`src/rtl/lam_pkg.sv`:
```
package lam_pkg;

  typedef enum logic {
    LAM_IDLE = 1'b0,
    LAM_RUN  = 1'b1
  } lam_state_e;

  localparam int unsigned LAM_DEF_WIDTH = 32;

endpackage

```
`src/rtl/lam_ctrl.sv`:
```
module lam_ctrl
  import lam_pkg::*;
(
  input  logic clk,
  input  logic rst_n,
  input  logic start,
  input  logic last_pos,
  output logic load,
  output logic step,
  output logic busy,
  output logic done
);

  lam_state_e state_q, state_d;
  logic       done_q, done_d;

  always_comb begin
    load    = (state_q == LAM_IDLE) && start;
    step    = (state_q == LAM_RUN);
    state_d = state_q;
    done_d  = 1'b0;
    case (state_q)
      LAM_IDLE: if (start) state_d = LAM_RUN;
      LAM_RUN: begin
        if (last_pos) begin
          state_d = LAM_IDLE;
          done_d  = 1'b1;
        end
      end
      default: state_d = LAM_IDLE;
    endcase
  end

  always_ff @(posedge clk or negedge rst_n) begin
    if (!rst_n) begin
      state_q <= LAM_IDLE;
      done_q  <= 1'b0;
    end else begin
      state_q <= state_d;
      done_q  <= done_d;
    end
  end

  assign busy = (state_q == LAM_RUN);
  assign done = done_q;

endmodule

```
`src/rtl/lam_ring.sv`:
```
module lam_ring #(
  parameter int unsigned WIDTH = 32
) (
  input  logic             clk,
  input  logic             rst_n,
  input  logic             load,
  input  logic             step,
  output logic [WIDTH-1:0] ring_q
);

  localparam logic [WIDTH-1:0] FIRST_POS = {{(WIDTH-1){1'b0}}, 1'b1};

  logic [WIDTH-1:0] ring_d;
  logic             ring_en;

  always_comb begin
    ring_en = load | step;
    if (load) ring_d = FIRST_POS;
    else      ring_d = {ring_q[WIDTH-2:0], ring_q[WIDTH-1]};
  end

  always_ff @(posedge clk or negedge rst_n) begin
    if (!rst_n)       ring_q <= '0;
    else if (ring_en) ring_q <= ring_d;
  end

endmodule

```
`src/rtl/lam_upper.sv`:
```
module lam_upper #(
  parameter int unsigned WIDTH = 32
) (
  input  logic             clk,
  input  logic             rst_n,
  input  logic             clr,
  input  logic             step,
  input  logic             bit_sel,
  input  logic [WIDTH-1:0] mcand,
  output logic [WIDTH-1:0] hi_q,
  output logic             lsb_out
);

  logic [WIDTH:0]   add_res;
  logic [WIDTH:0]   pass_res;
  logic [WIDTH:0]   sel_res;
  logic [WIDTH-1:0] hi_d;
  logic             hi_en;

  always_comb begin
    add_res  = {1'b0, hi_q} + {1'b0, mcand};
    pass_res = {1'b0, hi_q};
    sel_res  = bit_sel ? add_res : pass_res;
    lsb_out  = sel_res[0];
    hi_en    = clr | step;
    if (clr) hi_d = '0;
    else     hi_d = sel_res[WIDTH:1];
  end

  always_ff @(posedge clk or negedge rst_n) begin
    if (!rst_n)     hi_q <= '0;
    else if (hi_en) hi_q <= hi_d;
  end

endmodule

```
`src/rtl/lam_lower.sv`:
```
module lam_lower #(
  parameter int unsigned WIDTH = 32
) (
  input  logic             clk,
  input  logic             rst_n,
  input  logic             step,
  input  logic [WIDTH-1:0] ring,
  input  logic             lsb_in,
  output logic [WIDTH-1:0] lo_q
);

  for (genvar gi = 0; gi < WIDTH; gi++) begin : g_slot
    logic slot_en;
    assign slot_en = step & ring[gi];
    always_ff @(posedge clk or negedge rst_n) begin
      if (!rst_n)       lo_q[gi] <= 1'b0;
      else if (slot_en) lo_q[gi] <= lsb_in;
    end
  end

endmodule

```
`src/rtl/lowact_mult.sv`:
```
module lowact_mult #(
  parameter int unsigned WIDTH = lam_pkg::LAM_DEF_WIDTH
) (
  input  logic               clk,
  input  logic               rst_n,
  input  logic               start,
  input  logic [WIDTH-1:0]   mcand,
  input  logic [WIDTH-1:0]   mplier,
  output logic [2*WIDTH-1:0] product,
  output logic               done
);

  localparam int unsigned PROD_W = 2 * WIDTH;

  logic             load;
  logic             step;
  logic             busy;
  logic [WIDTH-1:0] ring_q;
  logic [WIDTH-1:0] mplier_q;
  logic [WIDTH-1:0] hi_q;
  logic [WIDTH-1:0] lo_q;
  logic             bit_sel;
  logic             lsb_w;

  always_ff @(posedge clk or negedge rst_n) begin
    if (!rst_n)    mplier_q <= '0;
    else if (load) mplier_q <= mplier;
  end

  assign bit_sel = |(mplier_q & ring_q);

  lam_ctrl u_ctrl (
    .clk      (clk),
    .rst_n    (rst_n),
    .start    (start),
    .last_pos (ring_q[WIDTH-1]),
    .load     (load),
    .step     (step),
    .busy     (busy),
    .done     (done)
  );

  lam_ring #(.WIDTH(WIDTH)) u_ring (
    .clk    (clk),
    .rst_n  (rst_n),
    .load   (load),
    .step   (step),
    .ring_q (ring_q)
  );

  lam_upper #(.WIDTH(WIDTH)) u_upper (
    .clk     (clk),
    .rst_n   (rst_n),
    .clr     (load),
    .step    (step),
    .bit_sel (bit_sel),
    .mcand   (mcand),
    .hi_q    (hi_q),
    .lsb_out (lsb_w)
  );

  lam_lower #(.WIDTH(WIDTH)) u_lower (
    .clk    (clk),
    .rst_n  (rst_n),
    .step   (step),
    .ring   (ring_q),
    .lsb_in (lsb_w),
    .lo_q   (lo_q)
  );

  assign product = PROD_W'({hi_q, lo_q});

endmodule

```
`config.mk`:
```
export PLATFORM = sky130hd
export DESIGN_NAME = lowact_mult
export DESIGN_NICKNAME = d
export VERILOG_FILES = /design/src/rtl/lam_pkg.sv /design/src/rtl/lam_ctrl.sv /design/src/rtl/lam_ring.sv /design/src/rtl/lam_upper.sv /design/src/rtl/lam_lower.sv /design/src/rtl/lowact_mult.sv
export SDC_FILE = /design/constraint.sdc
export NUM_CORES = 1
export LEC_CHECK = 0
export BUFFER_PORTS_ARGS = -buffer_cell sky130_fd_sc_hd__buf_2
export CORE_MARGIN = 2
export CORE_UTILIZATION = 60
export CTS_CLUSTER_SIZE = 25
export DETAILED_ROUTE_END_ITERATION = 16
export PLACE_DENSITY = 0.95
export SLEW_MARGIN = 10
export SYNTH_ARGS = -nofsm -noshare
export SYNTH_HDL_FRONTEND = slang
export SYNTH_SLANG_ARGS = --single-unit
```
`constraint.sdc`:
```
create_clock -name clk -period 5.5 [get_ports clk]
set_input_delay 0.825 -clock clk [delete_from_list [all_inputs] [get_ports clk]]
set_output_delay 0.825 -clock clk [all_outputs]
set_load 0.01 [all_outputs]
```
# After elaboration in Yosys (flattened, before gate mapping)
# Cells that the tools add are included.
[word_totals]
elab_cells = 83
in_bits = 67
out_inout_bits = 65
reg_bits = 130
[classes]
add_sub_neg = 1
muxes = 8
bitwise = 35
n_reduce_logical = 2
[op_table]
columns = ["cell", "n"]
rows = [
  ["two-way mux 32 bit", 2],
  ["adder 32 x 32 -> 33 bit", 1],
  ["two-way mux 33 bit", 1],
  ["bitwise AND 1 bit", 32],
  ["bitwise AND 32 bit", 1],
  ["OR reduction 32 bit", 1],
  ["two-way mux 1 bit", 4],
  ["one-hot mux 1 bit (2 select lines)", 1],
  ["logical AND 1 bit", 1],
  ["NOT 1 bit", 1],
  ["OR 1 bit", 1],
]

# Logic depth before layout (Yosys ltp)
# Gate-level depths: netlist of the first run.
[logic_depth]
depth_word = 4
ltp_mapped = 11
ltp_nobuf = 10

# Hierarchy
# A second synthesis of the first run with hierarchy kept.
[hier_totals]
cells_unflattened = 717
hier_area_um2 = 7603.5
[by_module_without_submodules]
columns = ["mod", "area_per_inst_um2", "cells_each", "seq_area_each_um2", "instances"]
rows = [
  ["lam_upper", 3420.8, 416, 800.8, 1],
  ["lam_lower", 1440.1, 102, 800.8, 1],
  ["lowact_mult", 1332.5, 89, 800.8, 1],
  ["lam_ring", 1325.0, 103, 800.8, 1],
  ["lam_ctrl", 85.1, 7, 50.0, 1],
]

# Worst setup path before layout of the first run
# No wires, ideal clock.
[synth_path]
kind = "input port to flip-flop"
startpoint = "in mcand[4]"
endpoint = "reg u_upper.hi_q[28]"
arrival_ns = 3.090
cell_stages = 10
path_buffers = 0
setup_slack_ns = 2.280
setup_ns = 0.130
path_cell_list = "ha_1 > and2_4 > a221o_1 > o31ai_4 > o31ai_4 > a32oi_4 > o221ai_2 > a221oi_2 > xor2_1 > o21ai_1"
[synth_between]
elab_chain_len = 3
[synth_rtl]
columns = ["element", "line", "source"]
rows = [
  ["start: declaration", "lowact_mult.sv:7", "input logic [WIDTH-1:0] mcand,"],
  ["adder 32 x 32 -> 33 bit", "lam_upper.sv:21", "add_res = {1'b0, hi_q} + {1'b0, mcand};"],
  ["two-way mux 33 bit", "lam_upper.sv:23", "sel_res = bit_sel ? add_res : pass_res;"],
  ["two-way mux 32 bit", "lam_upper.sv:26", "if (clr) hi_d = '0;"],
  ["end signal: assignment", "lam_upper.sv:32", "else if (hi_en) hi_q <= hi_d;"],
  ["end: declaration", "lam_upper.sv:10", "output logic [WIDTH-1:0] hi_q,"],
]
# Every way passes these cells.
# A chain may end at the register's enable or synchronous reset.

# Worst setup path after layout of the first run
[layout_path]
startpoint = "in mcand[4]"
endpoint = "reg u_upper.hi_q[29]"
# The elaborated chain is that of the path after synthesis.

==> metrics, run 1 <==
routed vias/inst 6.54; Final Hold Fails 0; most common cell after layout, fill and taps aside buf_2; vias in the first global route 5904; area grow syn2layout 20.2%; grt total ovfl 0; DIE HEIGHT 110 um; worst setup margin 2310 ps; worst-path cell chain buf_2 > ha_1 > and2_4 > a221o_1 > a31oi_4 > o41ai_4 > o41ai_4 > o31ai_2 > a31oi_2 > mux2i_1 > a211o_1; # resized after CTS 0; width of the die 110 um; Yosys cell types 59; RSZ-0062 raised after global routing false; dpl ws 1930 ps; Mapped Cells 624; crit path max-delay cell type o41ai_4; Synth Register Bits 130; initial antenna violation count 0; total CTS buffers 17; Reg2Reg Setup Slack 2390 ps; worst endpoint data arrival time 3490 ps; via count 5856; startpoint types input pin; Tcrit/Tclk final 0.580; DIE AREA 12200 um^2; n_diodes 0; maximum vdd drop 0.217 mV; WL/cell 20.2 um; number of buffers inserted by hold repair at cts 0; Nets 843; worst setup path category input pin to register; Slew headroom 0.283; Max Freq 314 MHz; Crit path largest cell delay 430 ps; CTS sink count 130; Required @ worst endpoint 5800 ps; Rows 38; syn_area_per_cell 10.9 um^2; Port Buffers 131; Mapped Area 6800 um^2; # IOs 132; Total Routing Usage GR 0.299; Setup TNS 0 ps; placed inst area 7560 um^2; core area 10900 um^2; Critical Path Fanout Max 4; critical path's most frequent cell o41ai_4; first-pass GRT wire length 29600 um; top_reg_cell synth dfrtp_1; pwr dens 274 nW/um^2; number of synthesized flops with an enable pin 0; Clock Root Buffer clkbuf_16; clock transition at the registers of the reported paths 60 ps; Final Max Slew Viols 0; post-route cell area 8180 um^2; GPL Wtd Cong 0.966; drt first pass iters 5; Post-CTS Setup Bufs 0; status finished, final reports clean; final-report setup violation count 0; WL final 18100 um; Slew @ Worst Pin 1080 ps; Syn Nets 724; htree depth 4; Residual DRC 0; sequential share of the synthesized area 0.478; leakage 3.83 nW; CP endpoint kind register; Starting Density 0.622; Antenna Nets Post-Route 0; Post-DP HPWL 12100 um; Clock Latency Late Sink 420 ps; Filler Cell Count 693; clk buf depth 2; most frequent cells in the layout 130 x buf_2, 129 x dfrtp_1, 62 x a21oi_1; WHS 511 ps; Tmin final 3190 ps; Post-Place Cells 864; share of layout cells above drive strength 1 0.294; warnings from Yosys 0; Detailed Route Iter0 Violations 542; Max Cap Viol 0; Final Skew 6.53 ps; TritonCTS clock tree done; Async SR Flop Fraction 1.00; pin count of the biggest net entering global routing 109; Worst Hold Class register to register; post-route non-filler standard cell count 896
[cell families after synthesis]
group | after synthesis | synth area share
XOR/XNOR | 25 | 0.0322
adder cells (fa/ha/maj) | 33 | 0.0618
AND/OR/NAND/NOR | 91 | 0.0655
buffers and inverters | 48 | 0.0265
multiplexers | 49 | 0.0782
flip-flops | 130 | 0.478
AO/OA/AOI/OAI | 248 | 0.258
[sequential cells by signal, summed over array words and instances (netlist names)]
register,count
u_ctrl.done,1
u_lower.lo_q,32
u_ctrl.busy,1
mplier_q,32
u_upper.hi_q,32
u_ring.ring_q,32
[worst paths after layout]
check / from / to / cells past startpoint
worst max-delay path: mcand[4] / u_upper.hi_q[29] / 11
worst min-delay path: mplier_q[13] / mplier_q[13] / 1
worst max register to register: u_upper.hi_q[0] / u_upper.hi_q[29] / 10
worst min register to register: mplier_q[13] / mplier_q[13] / 1
max in group asynchronous: rst_n / mplier_q[14] / 2
min in group asynchronous: rst_n / u_upper.hi_q[26] / 1
[cells in the mapped netlist, types with 3 or more instances]
cell,instances,share of area
nand2_1,38,0.021
a21o_1,13,0.014
a21oi_1,62,0.046
nand3_1,4,0.0029
clkbuf_1,33,0.018
xor2_1,6,0.0077
nor2b_1,3,0.0028
o21bai_1,5,0.0055
nor2_1,17,0.0094
nand4_1,8,0.0074
nand3b_1,4,0.0044
a22o_1,31,0.040
nand2b_1,3,0.0028
o21a_1,3,0.0033
xnor2_1,19,0.024
a211oi_1,3,0.0033
nor3_1,5,0.0037
a31oi_1,34,0.031
ha_1,32,0.059
mux2_2,32,0.053
a22oi_1,22,0.024
o21ai_0,40,0.029
o21ai_1,5,0.0037
inv_1,13,0.0072
dfrtp_1,130,0.48
mux2i_1,16,0.024
[stage by stage]
step                      total power [mW]  utilization
final                                 2.24        0.748
after global routing                  2.31        0.748
after CTS                             2.25        0.748
after detailed placement              1.10        0.691
after global placement                1.09        0.691
after floorplan                       1.04            -
[area by class of cell]
| cell class | instances | area (um^2) | share of cell area |
|---|---|---|---|
| inverter | 13 | 48.8 | 0.00597 |
| clock buffer | 22 | 494 | 0.0605 |
| clock inverter | 10 | 120 | 0.0147 |
| multi-input combinational | 446 | 3390 | 0.415 |
| sequential | 130 | 3260 | 0.398 |
| timing repair buffer | 135 | 688 | 0.0842 |
| tap | 140 | 175 | 0.0214 |
[routing by layer]
metal	vias to the layer above	share of wire	GRT usage
met3	68	0.069	0.0659
met2	285	0.49	0.483
met5	-	0	0
met4	0	0.040	0.148
met1	2885	0.40	0.382
li1	2618	-	-
[critical path, delay by kind of cell]
kind,cells,cell delay [ps]
AOI/OAI and AO/OA,7,1940
adders and majority gates,1,330
and+or+nand+nor,1,190
buffers and inverters,1,100
muxes,1,100
[power breakdown]
group | internal [mW] | switching (mW)
logic | 0.0446 | 0.0615
registers | 0.969 | 0.00762
clock network | 0.731 | 0.426
No activity file was read; power rests on OpenSTA's default activity.
==> run 2: changes to the inputs <==
- CORE_UTILIZATION: 60 -> 56
- PLACE_DENSITY: 0.95 -> 0.91
- clock period: 5.5 -> 3.3 ns (I/O delays scaled with it)
==> metrics, run 2 (synthesis results as in run 1) <==
Post-CTS Setup Bufs 0; DIE HEIGHT 114 um; Max Freq 325 MHz; critical path launch point u_upper.hi_q[0]; gr busiest metal met2; Slew @ Worst Pin 1020 ps; Total Routing Usage GR 0.282; Post-DP HPWL 12200 um; post-route non-filler standard cell count 910; clock transition at the registers of the reported paths 60 ps; met1 Usage GRT 0.374; DIE AREA 13000 um^2; Antenna Nets Post-Route 0; htree depth 4; worst setup path category register to register; critical path's most frequent cell o41ai_4; # resized after CTS 0; Residual DRC 0; Final Skew 13.4 ps; area grow syn2layout 20.1%; Detailed Route Iter0 Violations 494; share of layout cells above drive strength 1 0.298; Rows 40; routed vias/inst 6.39; Setup TNS 0 ps; Max Cap Viol 0; # IOs 132; worst endpoint data arrival time 3380 ps; RSZ-0062 raised after global routing false; final-report setup violation count 0; most common cell after layout, fill and taps aside buf_2; total CTS buffers 17; WL final 18000 um; Final Hold Fails 0; drt first pass iters 7; Required @ worst endpoint 3600 ps; Clock Latency Late Sink 420 ps; placed inst area 7630 um^2; status finished, final reports clean; grt met3 use 0.0609; Port Buffers 131; TritonCTS clock tree done; Post-Place Cells 878; CP endpoint kind register; pwr dens 429 nW/um^2; Starting Density 0.571; Slew headroom 0.321; GPL Wtd Cong 0.921; width of the die 114 um; number of buffers inserted by hold repair at cts 0; worst-path cell chain ha_1 > fa_1 > a21o_1 > a31oi_4 > o41ai_4 > o41ai_4 > o31ai_2 > a31oi_2 > mux2i_1 > a211o_1; Largest delay share family, worst path compound AO/OA/AOI/OAI gates; n_diodes 0; core area 11900 um^2; crit path max-delay cell type dfrtp_1; Clock Root Buffer clkbuf_16; grt total ovfl 0; leakage 3.82 nW; first-pass GRT wire length 29000 um; Nets 850; Tcrit/Tclk final 0.933; startpoint types register; via count 5811; post-route cell area 8170 um^2; Tmin final 3080 ps; WL/cell 19.8 um; Crit path largest cell delay 450 ps; initial antenna violation count 0; maximum vdd drop 0.340 mV; clk buf depth 2; Filler Cell Count 846; pin count of the biggest net entering global routing 80; Critical Path Fanout Max 4; R2R Path Start u_upper.hi_q[0]; WP buf/inv 0; Worst Hold Class input pin to asynchronous set/reset pin; CTS sink count 130; vias in the first global route 5821; met2 Use GR 0.444; most frequent cells in the layout 130 x buf_2, 129 x dfrtp_1, 62 x a21oi_1; Final Max Slew Viols 0
-- run 2: changes by cell type in the layout (fill, tap and decap cells not counted), sizes merged --
cell	before	now
buf	135	142
inv	16	17
clkinvlp	2	4
bufinv	2	0
clkinv	3	5
clkbuf	22	19
-- run 2: final cells by class --
cell class | instances | area [um^2] | area share
timing repair buffer | 142 | 753 | 0.0922
inverter | 13 | 48.8 | 0.00597
clock buffer | 19 | 433 | 0.0530
tap | 147 | 184 | 0.0225
multi-input combinational | 446 | 3390 | 0.415
sequential | 130 | 3260 | 0.399
clock inverter | 13 | 104 | 0.0127
-- run 2: final timing paths --
check,end,slack (ps),depth (start not counted)
setup / recovery,u_upper.hi_q[29],220,10
hold / removal,u_upper.hi_q[24],240,1
setup reg to reg,u_upper.hi_q[29],220,10
hold reg to reg,mplier_q[8],510,1
max in group asynchronous,u_ring.ring_q[10],2220,2
min in group clk,mplier_q[9],310,2
-- run 2: metrics by stage --
stage / hold slack (ps) / power [mW] / util / setup slack (ps)
after floorplan: 199 / 1.73 / - / 410
final: 237 / 3.51 / 0.686 / 220
after CTS: 294 / 3.52 / 0.686 / 254
after detailed placement: 499 / 1.83 / 0.641 / 82.6
after global routing: 300 / 3.63 / 0.686 / 108
after global placement: 492 / 1.82 / 0.641 / 154
-- run 2: worst reg2reg max path: cells and delay by family, from the launching register on --
family | cells | cell delay [ps]
fa+ha+maj | 2 | 690
flops | 1 | 450
mux | 1 | 120
compound gates | 7 | 1720
-- run 2: routing by layer --
metal  part of all wire  wire length (um)  up-vias
met1               0.42              7550     2849
met2               0.48              8600      284
met4              0.034               617        0
met5                  0                 0        -
met3              0.068              1220       59
li1                   -                 -     2619
-- run 2: report_power, final --
group / internal [mW] / total, mW / switching (mW)
clock: 0.970 / 1.70 / 0.735
sequential: 1.61 / 1.63 / 0.0119
combinational: 0.0757 / 0.177 / 0.102
total: 2.66 / 3.51 / 0.848
==> run 3: changes to the inputs <==
- ABC_AREA: not set -> 1
- ABC_CLOCK_PERIOD_IN_PS: not set -> 3300
- CORE_ASPECT_RATIO: not set -> 2
- CORE_UTILIZATION: 56 -> 57
==> metrics, run 3 <==
status finished, final reports clean; Final Skew 21.4 ps; Antenna Nets Post-Route 0; R2R Path Start u_ring.ring_q[29]; most area-hungry cell type in the Yosys netlist dfrtp_1; Critical Path Sink u_lower.lo_q[31]; share of layout cells above drive strength 1 0.162; core area 13500 um^2; Synth top area share 0.411; reg2reg path depth 9; first-pass GRT wire length 35300 um; RSZ-0062 raised after global routing false; Required @ worst endpoint 3640 ps; final core occ 0.685; Post-Place Cells 1416; n_diodes 0; Async SR Flop Fraction 1.00; most frequent cell after synthesis nand2_1; htree depth 4; Post-DP HPWL 16300 um; Slew headroom 0.448; Post-CTS Setup Bufs 0; Rows 60; Max Cap Viol 0; clock transition at the registers of the reported paths 70 ps; DIE AREA 14900 um^2; Max Freq 442 MHz; worst setup path category register to register; Yosys cell types 30; Detailed Route Iter0 Violations 367; warnings from Yosys 0; Slew @ Worst Pin 822 ps; R2R Path End u_lower.lo_q[31]; Setup TNS 0 ps; # resized after CTS 0; WL/cell 15.2 um; Clock Latency Late Sink 430 ps; number of buffers inserted by hold repair at cts 0; syn_area_per_cell 6.87 um^2; number of synthesized flops with an enable pin 0; total CTS buffers 17; Storage cell area 3250 um^2; Mapped Cells 1152; synth cell count leaders 593 x nand2_1, 145 x inv_1, 130 x dfrtp_1; Final Hold Fails 0; Syn Nets 1252; Filler Cell Count 1169; routed vias/inst 5.28; startpoint types register; CTS sink count 130; initial antenna violation count 0; vias in the first global route 7507; via count 7641; Area contributors post-synth dfrtp_1 41%, nand2_1 28%, inv_1 6.9%; final-report setup violation count 0; Port Buffers 131; critical path launch point u_ring.ring_q[29]; TritonCTS clock tree done; Clock Root Buffer clkbuf_16; most common cell after layout, fill and taps aside nand2_1; Mapped Area 7910 um^2; post-route non-filler standard cell count 1448; width of the die 87.3 um; CP endpoint kind register; Nets 1380; WL final 22000 um; worst endpoint data arrival time 2600 ps; Total Routing Usage GR 0.307; Residual DRC 0; Tcrit/Tclk final 0.685; Worst Hold Class input pin to asynchronous set/reset pin; pin count of the biggest net entering global routing 67; most frequent cells in the layout 593 x nand2_1, 145 x inv_1, 130 x buf_2; Reg2Reg Setup Slack 1040 ps; dpl ws 921 ps; Starting Density 0.585; # IOs 132; area grow syn2layout 17.0%; Final Max Slew Viols 0; clk buf depth 2; DIE HEIGHT 171 um; sequential share of the synthesized area 0.411; Synth Register Bits 130; top_reg_cell synth dfrtp_1; grt total ovfl 0; GPL Wtd Cong 1.00; drt first pass iters 5; footprint of the multi-input gates 3980 um^2; worst setup margin 1040 ps; Critical Path Fanout Max 35; Tmin final 2260 ps
==> run 3: cell count changes after synthesis, sizes merged, moves of 22 or more <==
| cell | delta |
|---|---|
| nor2 | +39 |
| mux2 | -33 |
| nand3 | +48 |
| nand2 | +561 |
| inv | +132 |
| a22oi | -22 |
| a22o | -25 |
| a21oi | -44 |
| a31oi | -36 |
==> run 3: worst min path at each step <==
stage / from / to
after floorplan: rst_n / mplier_q[0]
after global placement: mplier_q[24] / mplier_q[24]
after detailed placement: mplier_q[24] / mplier_q[24]
after CTS: rst_n / u_ring.ring_q[18]
after global routing: rst_n / u_lower.lo_q[13]
final: rst_n / u_lower.lo_q[15]
==> run 3: routing by layer <==
layer | track usage | share of wire | routed length [um]
met1 | 0.300 | 0.34 | 7430
met2 | 0.567 | 0.55 | 12200
met3 | 0.0449 | 0.039 | 851
met4 | 0.215 | 0.072 | 1600
met5 | 0 | 0 | 0
==> run 3: through the flow <==
stage	hold WS, ps	instance area, um^2
6_report	38.8	9260
3_5_place_dp	459	8680
2_1_floorplan	199	7910
4_1_cts	56.6	9260
3_3_place_gp	454	8680
5_1_grt	79.1	9260
==> run 3: logic make-up after synthesis <==
logic type	after synthesis	share of synthesized area
compound gates	82	0.0704
xor+xnor	13	0.0144
fa+ha+maj	33	0.0531
buf+inv	173	0.0875
flops	130	0.411
simple gates	721	0.363
==> run 3: layout make-up <==
type / instances / share of cell area
Multi-Input combinational cell: 849 / 0.429
Sequential cell: 130 / 0.352
Timing Repair Buffer: 136 / 0.0765
Inverter: 146 / 0.0592
Clock buffer: 18 / 0.0475
Tap cell: 155 / 0.0210
Clock inverter: 14 / 0.0147
==> run 3: worst max-delay path, cell delays in order (launching register included) <==
cell     delay, ps
dfrtp_1        390
nand2_1         80
nand2_1         70
nor2_1         120
nand4_2        210
nor2_8         250
nand2_4        280
nand2_2        170
nand2_4        320
o21ai_0        260
Power of run 3 is not shown: default switching activity piles up to over one toggle a cycle in this logic, so the estimate is an artifact.
